`config.mk`:
```
export PLATFORM = sky130hd
export DESIGN_NAME = bus_tenure_client
export DESIGN_NICKNAME = d
export VERILOG_FILES = /design/src/rtl/bt_pkg.sv /design/src/rtl/bt_in_sync.sv /design/src/rtl/bt_arb_fsm.sv /design/src/rtl/bt_busy_drv.sv /design/src/rtl/bus_tenure_client.sv
export SDC_FILE = /design/constraint.sdc
export NUM_CORES = 1
export LEC_CHECK = 0
export BUFFER_PORTS_ARGS = -buffer_cell sky130_fd_sc_hd__buf_2
export CORE_AREA = 2 2 39 41
export DETAILED_ROUTE_END_ITERATION = 8
export DIE_AREA = 0 0 41 43
export GPL_TIMING_DRIVEN = 1
export PLACE_DENSITY_LB_ADDON = 0.12
export SLEW_MARGIN = 0
export SYNTH_ARGS = -nofsm -noshare
export SYNTH_HDL_FRONTEND = slang
export SYNTH_SLANG_ARGS = --single-unit
```
`constraint.sdc`:
```
create_clock -name clk -period 1.4 [get_ports clk]
set_input_delay 0.14 -clock clk [delete_from_list [all_inputs] [get_ports clk]]
set_output_delay 0.14 -clock clk [all_outputs]
set_load 0.05 [all_outputs]
```
`src/rtl/bt_pkg.sv`:
```
package bt_pkg;
  typedef enum logic [2:0] {
    ST_SLAVE     = 3'd0,
    ST_WAIT_FREE = 3'd1,
    ST_ACTIVE    = 3'd2,
    ST_PARKED    = 3'd3,
    ST_RELEASE   = 3'd4
  } bt_state_e;

  // A bus request is raised for a real access or for the software hold.
  function automatic logic wants_bus(input logic req, input logic hold);
    return req | hold;
  endfunction

  // States in which the busy driver is enabled.
  function automatic logic owns_line(input bt_state_e s);
    return (s == ST_ACTIVE) || (s == ST_PARKED) || (s == ST_RELEASE);
  endfunction
endpackage

```
`src/rtl/bt_in_sync.sv`:
```
module bt_in_sync #(
  parameter int STAGES = 2
) (
  input  logic clk,
  input  logic rst_n,
  input  logic async_en,
  input  logic din_n,
  output logic dout_n
);
  generate
    if (STAGES == 0) begin : g_bypass
      logic unused_ok;
      assign unused_ok = clk ^ rst_n ^ async_en;
      assign dout_n = din_n;
    end else begin : g_chain
      logic [STAGES-1:0] sh_q;
      always_ff @(posedge clk or negedge rst_n) begin
        if (!rst_n) begin
          sh_q <= '1;
        end else begin
          sh_q[0] <= din_n;
          for (int i = 1; i < STAGES; i++) sh_q[i] <= sh_q[i-1];
        end
      end
      assign dout_n = async_en ? sh_q[STAGES-1] : din_n;
    end
  endgenerate
endmodule

```
`src/rtl/bt_arb_fsm.sv`:
```
module bt_arb_fsm
  import bt_pkg::*;
(
  input  logic      clk,
  input  logic      rst_n,
  input  logic      eng_req,
  input  logic      hold_req,
  input  logic      eng_done,
  input  logic      granted,
  input  logic      busy_seen,
  output bt_state_e state_q,
  output logic      cyc_open,
  output logic      eng_start
);
  bt_state_e state_d;
  logic      open_q, open_d;

  assign eng_start = (state_q == ST_ACTIVE) && !open_q && granted && eng_req;
  assign cyc_open  = open_q;

  always_comb begin
    state_d = state_q;
    open_d  = open_q;
    unique case (state_q)
      ST_SLAVE:
        if (granted && wants_bus(eng_req, hold_req)) state_d = ST_WAIT_FREE;
      ST_WAIT_FREE:
        if (!granted)        state_d = ST_SLAVE;
        else if (!busy_seen) state_d = eng_req ? ST_ACTIVE : ST_PARKED;
      ST_ACTIVE:
        if (open_q) begin
          if (eng_done) open_d = 1'b0;
        end else if (eng_start) begin
          open_d = 1'b1;
        end else if (!granted) begin
          state_d = ST_RELEASE;
        end else if (!eng_req) begin
          state_d = ST_PARKED;
        end
      ST_PARKED:
        if (!granted)     state_d = ST_RELEASE;
        else if (eng_req) state_d = ST_ACTIVE;
      ST_RELEASE:
        state_d = ST_SLAVE;
      default:
        state_d = ST_SLAVE;
    endcase
  end

  always_ff @(posedge clk or negedge rst_n) begin
    if (!rst_n) begin
      state_q <= ST_SLAVE;
      open_q  <= 1'b0;
    end else begin
      state_q <= state_d;
      open_q  <= open_d;
    end
  end

  // a start needs an owned, granted bus and no open cycle
  a_r4_start_needs_grant: assert property (@(posedge clk) disable iff (!rst_n)
    eng_start |-> (granted && !open_q && state_q == ST_ACTIVE));
  // an open cycle keeps the block active even with the grant gone
  a_r5_hold_through_cycle: assert property (@(posedge clk) disable iff (!rst_n)
    (open_q && !granted) |=> (state_q == ST_ACTIVE));
  // a busy line seen asserted blocks the takeover
  a_r3_wait_while_busy: assert property (@(posedge clk) disable iff (!rst_n)
    (state_q == ST_WAIT_FREE && busy_seen) |=> (state_q == ST_WAIT_FREE || state_q == ST_SLAVE));
  // a parked master with grant keeps the bus
  a_r6_park_keeps_bus: assert property (@(posedge clk) disable iff (!rst_n)
    (state_q == ST_PARKED && granted) |=> (state_q == ST_PARKED || state_q == ST_ACTIVE));
endmodule

```
`src/rtl/bt_busy_drv.sv`:
```
module bt_busy_drv
  import bt_pkg::*;
(
  input  logic      clk,
  input  logic      rst_n,
  input  bt_state_e state_q,
  output logic      busy_oe,
  output logic      busy_n_out
);
  assign busy_oe    = owns_line(state_q);
  assign busy_n_out = (state_q == ST_RELEASE);

  // the high drive lasts one clock, then the driver is off
  a_r7_pullup_one_clock: assert property (@(posedge clk) disable iff (!rst_n)
    (busy_oe && busy_n_out) |=> !busy_oe);
endmodule

```
`src/rtl/bus_tenure_client.sv`:
```
module bus_tenure_client
  import bt_pkg::*;
#(
  parameter int SYNC_STAGES = 2
) (
  input  logic clk,
  input  logic rst_n,
  input  logic cfg_async_en,
  input  logic cfg_hold_req,
  input  logic eng_req,
  input  logic eng_done,
  output logic eng_start,
  output logic bus_req_n,
  input  logic bus_grant_n,
  input  logic bus_busy_n_in,
  output logic bus_busy_n_out,
  output logic bus_busy_oe
);
  logic      grant_n_s, busy_n_s;
  logic      granted, busy_seen;
  logic      req_q, cyc_open;
  bt_state_e state_q;

  bt_in_sync #(.STAGES(SYNC_STAGES)) u_sync_grant (
    .clk(clk), .rst_n(rst_n), .async_en(cfg_async_en),
    .din_n(bus_grant_n), .dout_n(grant_n_s));

  bt_in_sync #(.STAGES(SYNC_STAGES)) u_sync_busy (
    .clk(clk), .rst_n(rst_n), .async_en(cfg_async_en),
    .din_n(bus_busy_n_in), .dout_n(busy_n_s));

  assign granted   = !grant_n_s;
  assign busy_seen = !busy_n_s;

  always_ff @(posedge clk or negedge rst_n) begin
    if (!rst_n) req_q <= 1'b0;
    else        req_q <= wants_bus(eng_req, cfg_hold_req);
  end
  assign bus_req_n = !req_q;

  bt_arb_fsm u_fsm (
    .clk(clk), .rst_n(rst_n), .eng_req(eng_req), .hold_req(cfg_hold_req),
    .eng_done(eng_done), .granted(granted), .busy_seen(busy_seen),
    .state_q(state_q), .cyc_open(cyc_open), .eng_start(eng_start));

  bt_busy_drv u_drv (
    .clk(clk), .rst_n(rst_n), .state_q(state_q),
    .busy_oe(bus_busy_oe), .busy_n_out(bus_busy_n_out));

  // taking the line happens only after a free busy line was seen
  a_r3_take_after_free: assert property (@(posedge clk) disable iff (!rst_n)
    $rose(bus_busy_oe) |-> $past(!busy_seen && granted));
  // no new start while a cycle is open
  a_r4_single_open: assert property (@(posedge clk) disable iff (!rst_n)
    cyc_open |-> !eng_start);
  // with no access pending, no start is issued
  a_r2_no_start_idle: assert property (@(posedge clk) disable iff (!rst_n)
    !eng_req |-> !eng_start);
endmodule

```
==> results.md <==
* Status: finished clean
* Unrepaired setup endpoints after global routing: true
* Vias in the first global route at 330
* Yosys top cell by area: dfrtp_1
* Relative slew slack at roughly four fifths
* Drt first-iter violations at 6
* Pwr/cell area at around 1800 nW/um2
* Ys flop type: dfrtp_1
* Post-Syn Area at between 400 and 500 um2
* Syn Area/Cell at ~11 um2
* Placed Area at between 400 and 500 um2
* Synth area leaders: dfrtp_1, dfstp_2, nor2_1
* Crit path kind: reg -> out
* Via count at between 300 and 400
* Min cycle time layout at 1396 ps
* Hold WS at ~76 ps
* Post-place setup slack at 75.75 ps
* Fmax at between 700 and 800 MHz
* Largest net degree at the start of global routing at 10
* # setup viols final at 0
* Htree depth at 1
* Grt ovf at 0
* Ys Warns at 0
* Share of the synthesized area in the top cell type at 31.25%
* Num rows at 14
* Setup crit start: u_fsm.state_q[2]$_DFFE_PN0P_
* EDFF count, synth at 0
* Area of the multi-input gates at 193.9 um2
* Initial core utilization at 28.93%
* DIE HEIGHT at about 43 um
* Clk sinks at 9
* Min-Delay Path Class: in -> reg
* Remaining antenna violation count at 0
* Drt pass-1 iters at 4
* Initial antenna violation count at 0
* Crit path DAT at 1260 ps
* Sequential cell area at between 200 and 250 um2
* Total GRT Usage at between 10% and 20%
* CP Data Required Time at 1260 ps
* #FFs+latches synth at 9
* Ys async rst share at 100.0%
* DRC viols at 0
* Clock Tree Buf Depth at 2
* Final instance area at just over 600 um2
* Net Count, Synth at 44
* Port buffer count at 11
* WL per Instance at roughly 11 um
* CP Capture Point: eng_start
* Period utilization at ~100%
* GP Congestion at slightly below 0.8
* Area Overhead vs Synth at 55.63%
* Crit path max fanout at 2
* Reg-to-Reg End: u_fsm.state_q[0]$_DFFE_PN0P_
* Total CTS buffers at 3
* Placeable Area at ~1400 um2
* Clock transition at path regs at roughly 60 ps
* First-pass GRT wire length at between 1000 and 1500 um
* Commonest cells post-synth: dfrtp_1, nor2_1, dfstp_2
* Post-Route Skew at roughly 7.5 ps
* HPWL after DPL at between 500 and 600 um
* Clk root buf: clkbuf_4
* Final hold viol count at 0
* Share of layout cells above drive strength 1 at a little over half
* R2R Path Start: u_sync_grant.g_chain.sh_q[1]$_DFF_PN1_
* Later-pin clock latency in the skew report at 260 ps
* Final WS setup at ~4.2 ps
* Register area share after synthesis at between 50% and 60%
* Die Width at around 41 um
* Total wire length at between 800 and 900 um
* Fin util at 45.03%
* CTS tree: done
* Distinct cells, synth at 19
* Vias per inst at between 4 and 5
* CP Launch Type: flip-flop
* Endpoint class of the critical path: output pin
* Peak VDD IR at 1.091 mV
* Cell leakage power at slightly below 0.0003 uW
* Total power at 1112 uW
* Pins Over Slew Limit at 0
* Slew @ Worst Pin at approximately 280 ps
* Top Ports at 12
* Cells after Synth at 36
* Die ar. at between 1500 and 2000 um2
* Reg2reg path depth at 4
* R2r setup slk at around 90 ps
* Max_cap viols at 0
* Antenna Cells at 0
* Fin nets at 68
* # fillers at ~150
how the worst min path moves through the flow:
stage	cells after the start	to	from	slack [ps]
after floorplan	0	req_q$_DFF_PN0_	rst_n	-160
after global placement	1	u_fsm.state_q[0]$_DFFE_PN0P_	rst_n	-0.7
after detailed placement	1	u_fsm.state_q[0]$_DFFE_PN0P_	rst_n	4
after CTS	2	u_fsm.cyc_open$_DFFE_PN0N_	eng_done	70
after global routing	2	req_q$_DFF_PN0_	cfg_hold_req	80
final	2	u_fsm.cyc_open$_DFFE_PN0N_	eng_done	80
flip-flops by register name (all words and copies together), names as in the netlist:
name / flops
req_q: 1
u_fsm.state_q: 3
u_sync_grant.g_chain.sh_q: 2
u_sync_busy.g_chain.sh_q: 2
u_fsm.cyc_open: 1
layout by cell type (no fill, tap or decap), drive strengths merged:
cell type    instances
a32oi                1
clkbuf               4
mux2                 1
a31oi                2
dfstp                4
nand2                3
dfrtp                5
or2b                 1
mux2i                1
o311ai               1
a21o                 1
inv                  3
dlygate4sd3          3
or2                  1
nand2b               1
and3b                1
a21oi                1
buf                 16
nand3                2
or3                  1
a21boi               1
nor2                 5
per-stage QoR:
step,instances,TNS (ps)
2_1_floorplan,36,0
3_3_place_gp,65,0
3_5_place_dp,65,0
4_1_cts,73,-14.87
5_1_grt,75,-181.1
6_report,75,0
repair_timing:
action,4_1_cts,5_1_grt
resized for setup,7,5
hold endpoints to repair,11,0
setup endpoints to repair,2,4
pin swaps,0,4
setup buffers,1,2
hold buffers,3,0
final cells by class:
class / count / share of cell area [%]
Clock buffer: 4 / 4.217
Inverter: 3 / 1.807
Multi-Input combinational cell: 24 / 31.12
Sequential cell: 9 / 36.95
Tap cell: 16 / 3.213
Timing Repair Buffer: 19 / 22.69
cells by family after synthesis:
| family | Yosys count | share of synthesized area, % |
|---|---|---|
| AOI/OAI and AO/OA | 7 | 14.69 |
| buffers and inverters | 3 | 2.812 |
| muxes | 2 | 6.249 |
| and+or+nand+nor | 15 | 18.75 |
| DFF | 9 | 57.50 |
power by group:
part           total, uW  internal [uW]  leakage (uW)  switching [uW]
clock                199            110     0.0000150            88.8
sequential           395            320      0.000104            75.6
combinational        518            255      0.000171             263
total               1110            684      0.000290             427
metal layers:
| metal | share of wire (%) | global-route usage [%] | vias up |
|---|---|---|---|
| li1 | - | - | 170 |
| met1 | 46 | 15.79 | 160 |
| met2 | 48 | 15.63 | 9 |
| met3 | 6.3 | 9.424 | 0 |
| met4 | 0 | 2.000 | 0 |
| met5 | 0 | 0 | - |
critical path, stage by stage, from the launching register on:
cell and delay (ps):
dfrtp_1 370, nand2b_4 150, nor2_4 120, nand3_2 70, nor2_2 120, buf_6 160
(Power assumes the default switching activity.)
